`src/rtl/relock_pkg.sv`:
```
package relock_pkg;
  typedef enum logic [1:0] {
    SCH_IDLE  = 2'd0,
    SCH_COUNT = 2'd1,
    SCH_LOCK  = 2'd2
  } sched_state_e;
endpackage

```
`src/rtl/relock_timer.sv`:
```
module relock_timer #(
  parameter int CNT_W = 32,
  parameter int SET_W = 16
) (
  input  logic             clk,
  input  logic             rst_n,
  input  logic             load,
  input  logic [CNT_W-1:0] load_val,
  input  logic [SET_W-1:0] wake_val,
  input  logic             run,
  output logic [CNT_W-1:0] cnt,
  output logic             expire,
  output logic             wake
);
  localparam int CW1 = CNT_W + 1;

  logic [SET_W-1:0] wake_q;
  logic [CW1-1:0]   wake_mark;

  // Wake window opens when the remaining count reaches wake_q + 1.
  function automatic logic [CW1-1:0] wake_threshold(input logic [SET_W-1:0] w);
    return CW1'(w) + CW1'(1);
  endfunction

  always_ff @(posedge clk or negedge rst_n) begin
    if (!rst_n) begin
      cnt    <= '0;
      wake_q <= '0;
    end else if (load) begin
      cnt    <= load_val;
      wake_q <= wake_val;
    end else if (run && (cnt > CNT_W'(1))) begin
      cnt <= cnt - CNT_W'(1);
    end
  end

  assign wake_mark = wake_threshold(wake_q);
  assign expire    = run && (cnt == CNT_W'(1));
  assign wake      = run && ({1'b0, cnt} <= wake_mark);
endmodule

```
`src/rtl/relock_fsm.sv`:
```
module relock_fsm
  import relock_pkg::*;
(
  input  logic         clk,
  input  logic         rst_n,
  input  logic         run_en,
  input  logic         lock_done,
  input  logic         expire,
  input  logic         wake,
  output logic         load,
  output logic         run,
  output logic         lock_start,
  output logic         pwr_on,
  output sched_state_e state
);
  sched_state_e nxt;

  always_comb begin
    nxt  = state;
    load = 1'b0;
    run  = 1'b0;
    unique case (state)
      SCH_IDLE: begin
        if (run_en) begin
          load = 1'b1;
          nxt  = SCH_COUNT;
        end
      end
      SCH_COUNT: begin
        run = run_en;
        if (expire) nxt = SCH_LOCK;
      end
      SCH_LOCK: begin
        if (lock_done) begin
          if (run_en) begin
            load = 1'b1;
            nxt  = SCH_COUNT;
          end else begin
            nxt = SCH_IDLE;
          end
        end
      end
      default: nxt = SCH_IDLE;
    endcase
  end

  always_ff @(posedge clk or negedge rst_n) begin
    if (!rst_n) begin
      state      <= SCH_IDLE;
      lock_start <= 1'b0;
      pwr_on     <= 1'b0;
    end else begin
      state      <= nxt;
      lock_start <= (state == SCH_COUNT) && expire;
      if ((state == SCH_LOCK) && lock_done)
        pwr_on <= 1'b0;
      else if ((state == SCH_COUNT) && (wake || expire))
        pwr_on <= 1'b1;
    end
  end
endmodule

```
`src/rtl/relock_sched.sv`:
```
module relock_sched
  import relock_pkg::*;
#(
  parameter int CNT_W    = 32,
  parameter int SET_W    = 16,
  parameter int MIN_LOCK = 368
) (
  input  logic             clk,
  input  logic             rst_n,
  input  logic             run_en,
  input  logic [CNT_W-1:0] period_cfg,
  input  logic [SET_W-1:0] wake_cfg,
  input  logic             lock_done,
  output logic             ref_pwr_on,
  output logic             lock_start
);
  localparam int CW1 = CNT_W + 1;

  // Raise the requested period to the lock floor and past the wake-ahead.
  function automatic logic [CNT_W-1:0] eff_interval(
    input logic [CNT_W-1:0] per,
    input logic [SET_W-1:0] wk
  );
    logic [CW1-1:0] v;
    logic [CW1-1:0] wk_floor;
    v        = {1'b0, per};
    wk_floor = CW1'(wk) + CW1'(1);
    if (v < CW1'(MIN_LOCK)) v = CW1'(MIN_LOCK);
    if (v < wk_floor)       v = wk_floor;
    return v[CNT_W-1:0];
  endfunction

  // Named internal events, observed by the bound checker.
  logic             tmr_load;
  logic             tmr_run;
  logic [CNT_W-1:0] tmr_load_val;
  logic [CNT_W-1:0] tmr_cnt;
  logic             tmr_expire;
  logic             tmr_wake;
  logic             in_lock;
  sched_state_e     sched_state;

  assign tmr_load_val = eff_interval(period_cfg, wake_cfg);
  assign in_lock      = (sched_state == SCH_LOCK);

  relock_timer #(
    .CNT_W(CNT_W),
    .SET_W(SET_W)
  ) u_timer (
    .clk     (clk),
    .rst_n   (rst_n),
    .load    (tmr_load),
    .load_val(tmr_load_val),
    .wake_val(wake_cfg),
    .run     (tmr_run),
    .cnt     (tmr_cnt),
    .expire  (tmr_expire),
    .wake    (tmr_wake)
  );

  relock_fsm u_fsm (
    .clk       (clk),
    .rst_n     (rst_n),
    .run_en    (run_en),
    .lock_done (lock_done),
    .expire    (tmr_expire),
    .wake      (tmr_wake),
    .load      (tmr_load),
    .run       (tmr_run),
    .lock_start(lock_start),
    .pwr_on    (ref_pwr_on),
    .state     (sched_state)
  );
endmodule

```
`config.mk`:
```
export PLATFORM = sky130hd
export DESIGN_NAME = relock_sched
export DESIGN_NICKNAME = d
export VERILOG_FILES = /design/src/rtl/relock_pkg.sv /design/src/rtl/relock_timer.sv /design/src/rtl/relock_fsm.sv /design/src/rtl/relock_sched.sv
export SDC_FILE = /design/constraint.sdc
export NUM_CORES = 1
export LEC_CHECK = 0
export ABC_AREA = 1
export CAP_MARGIN = 20
export CORE_ASPECT_RATIO = 1.5
export CORE_MARGIN = 4
export CORE_UTILIZATION = 54
export DETAILED_ROUTE_END_ITERATION = 16
export DONT_BUFFER_PORTS = 1
export PLACE_DENSITY = 0.69
export SYNTH_ARGS = -nofsm -noshare
export SYNTH_HDL_FRONTEND = slang
export SYNTH_HIERARCHICAL = 1
export SYNTH_SLANG_ARGS = --single-unit
export TNS_END_PERCENT = 1
```
`constraint.sdc`:
```
create_clock -name clk -period 2.7 [get_ports clk]
set_input_delay 0.54 -clock clk [delete_from_list [all_inputs] [get_ports clk]]
set_output_delay 0.54 -clock clk [all_outputs]
set_load 0.1 [all_outputs]
```
==> results.md <==
* Status: finished with violations
* Violations in the final reports: negative setup slack
* Slew @ Worst Pin at 0.888 ns
* Minimum clock period at 2.90 ns
* Final Max Slew Viols at 0
* Max-cap violation count at 0
* CP max stage cell: ha_1
* Final hold violation count at 0
* Pwr Total at 0.00520 W
* Startpoint types: primary input
* Worst setup margin at -0.199 ns
* CP Cell Sequence: nand2_8, nor2_4, buf_6, nand4_1, nor2_2, xor2_2, inv_1, ha_1, nand2_2, inv_2, nand3_4, nor2_4, nand3_2, nor2_4, nand2_4, buf_6, nand3_1, nand2_1, nand2_1, inv_1, o21ai_2, nand2_1
* Critical path arrival at 3.09 ns
* Power Dens Cells at 817 nW/µm²
* RSZ-0062 raised after global routing: true
* Post-route cell area at 6360 µm²
* Final Util at 0.649
* Initial drt markers at 408
* Antenna violations before repair at 0
* Kind of critical path: in2reg
* Worst EP required at 2.89 ns
* Num ports at 54
* Max FO, Critical Path at 8
* Total gr overflow at 0
* Placement Setup Slack at -0.893 ns
* CTS max path bufs at 2
* Crit end category: register
* Area grow syn2layout at 16.7%
* Die width at 90.0 µm
* Commonest non-fill, non-tap cells in the layout: nand2_1, inv_1, nor2_1
* Setup-failing EPs final at 18
* Worst path max stage delay at 0.28 ns
* Slew HR at 0.408
* Clock Skews at 0.00473 ns
* Syn Nets at 984
* Buf+Inv Stages, Crit Path at 5
* Vias per cell at 5.41
* Via count at 5629
* CTS tree: built
* Largest net degree at the start of global routing at 58
* Buffers on Ports at 0
* Layout cells sized above 1 at 0.181
* ANT cells at 0
* Skew-Pair Late Insertion Delay at 0.30 ns
* Clk root buf: clkbuf_16
* Detailed Place HPWL at 12800 µm
* CTS Buf Count at 5
* Clock Sink Count at 52
* Worst min-delay path category: in2async
* Drt wl/cell at 15.7 µm
* Max IR drop VDD at 0.341 mV
* Nets@finish at 1013
* Synth Warn # at 6
* FILL cells at 919
* Avg Cell Area, Syn at 6.09 µm²
* RD Place Congestion at 0.942
* Worst-path clk slew at 0.07 ns
* Synth Register Bits at 52
* Die boundary height at 131 µm
* Most common cell after layout, fill and taps aside: nand2_1
* H-tree depth at 2
* Final ANT Viol Nets at 0
* Post-Synthesis Cells at 895
* P_leak at 3.30 nW
* Synth Cell Area at 5450 µm²
* FP Rows at 44
* Register area share after synthesis at 0.239
* Final period utilization at 1.07
* Crit-path leading delay family: simple AND/OR/NAND/NOR gates
* GRT Util Overall at 0.280
* Die ar. at 11800 µm²
* Vias in the first global route at 5495
* Routed wire length at 16300 µm
* First-pass GRT wire length at 26200 µm
* DRC errors left at 0
* Setup_tns at -2.97 ns
* Core region area at 9800 µm²
* Initial Util at 0.556
* Fmax at 345 MHz
* 1st-pass router iterations at 5
* Cell variety after synth at 35
* Placed Area at 5840 µm²
==> cell usage after synthesis <==
cell type  instances  share of area
nand2_2            9          0.010
a21oi_1           17          0.016
o21ai_0           31          0.028
nor3b_1            1         0.0014
xnor2_1            2         0.0032
a21o_1             2         0.0028
nand2_1          303           0.21
inv_1            111          0.076
nand3_2            1         0.0018
nor4_2             1         0.0023
nand3b_1           1         0.0014
o21ai_1            6         0.0055
nand3_4            1         0.0032
clkbuf_1          31          0.021
dfrtp_1           52           0.24
buf_1              2         0.0014
buf_6              4         0.0083
o21ai_2            9          0.014
buf_2              3         0.0028
nor2_2             7         0.0080
nand4_1           14          0.016
nand2_4            3         0.0062
nand3_1           80          0.073
nor4_1             1         0.0011
xor2_1            29          0.047
ha_1              37          0.085
or2_2             10          0.011
inv_2              4         0.0028
a21oi_2            1         0.0016
buf_4              2         0.0028
nor2_4             7          0.014
nor3_1            15          0.014
nor2_1            96          0.066
clkinv_2           1        0.00092
o21bai_1           1         0.0014
==> cell type report <==
cell class,count,area (µm²),share of cell area
Inverter,116,437,0.0687
Sequential cell,52,1300,0.205
Clock buffer,7,143,0.0224
Multi-Input combinational cell,686,3760,0.591
Clock inverter,1,7.51,0.00118
Tap cell,115,144,0.0226
Timing Repair Buffer,63,566,0.0890
==> final timing paths <==
| path | startpoint | slack (ns) | endpoint | cells after the start |
|---|---|---|---|---|
| worst max-delay path | wake_cfg[1] | -0.20 | u_timer/cnt[16]$_DFFE_PN0P_ | 22 |
| worst min-delay path | rst_n | 0.08 | u_fsm/pwr_on$_DFFE_PN0P_ | 1 |
| worst max register to register | u_timer/wake_q[1]$_DFFE_PN0P_ | -0.09 | u_fsm/pwr_on$_DFFE_PN0P_ | 20 |
| worst min register to register | u_timer/cnt[25]$_DFFE_PN0P_ | 0.54 | u_timer/cnt[25]$_DFFE_PN0P_ | 2 |
| max in group asynchronous | rst_n | 2.35 | u_timer/cnt[14]$_DFFE_PN0P_ | 1 |
| min in group clk | wake_cfg[9] | 0.36 | u_timer/wake_q[9]$_DFFE_PN0P_ | 2 |
==> cell families (layout without fill, tap and decap cells) <==
logic type / after synthesis / after routing / synth area share
flip-flops: 52 / 52 / 0.239
AND/OR/NAND/NOR: 550 / 551 / 0.440
XOR/XNOR: 31 / 31 / 0.0498
buffers and inverters: 158 / 187 / 0.117
AO/OA/AOI/OAI: 67 / 67 / 0.0698
adder cells (fa/ha/maj): 37 / 37 / 0.0850
==> metal layers <==
metal	track usage	up-vias	part of all wire
li1	-	2839	-
met2	0.551	176	0.54
met5	0	-	0
met4	0.158	0	0.053
met3	0.0292	48	0.042
met1	0.288	2566	0.37
==> report_power, final <==
part,switching (W),internal [W],leakage (nW)
clock network,0.000296,0.000370,0.0701
logic,0.00187,0.00109,2.56
registers,0.000460,0.00111,0.664
==> worst register-to-register path: cells and delay by family (launching register included) <==
family                     cells  cell delay [ns]
buffers and inverters          3             0.35
xor gates and xnor gates       1             0.15
and+or+nand+nor               11             0.99
DFF                            1             0.35
adders and majority gates      1             0.29
AOI/OAI and AO/OA              4             0.61
==> flip-flops by register name, indices dropped and copies added (netlist names) <==
register,count
u_fsm/lock_start,1
u_fsm/pwr_on,1
u_fsm/state,2
u_timer/cnt,32
u_timer/wake_q,16
==> repair_timing <==
item                                    4_1_cts  5_1_grt
hold buffers                                  1        0
resized for setup                            22       37
endpoints found under the hold margin        52        0
gates cloned                                  1        0
endpoints found under the setup margin       18       18
setup buffers                                 7        3
pin swaps                                    13       19
==> stage by stage <==
| stage | instances | hold slack, ns |
|---|---|---|
| floorplan | 895 | 0.244 |
| global placement | 1020 | 0.246 |
| detailed placement | 1020 | 0.246 |
| CTS | 1037 | 0.105 |
| global route | 1040 | 0.102 |
| finish | 1040 | 0.0809 |
Note: power is estimated with default switching activity, not from simulation.
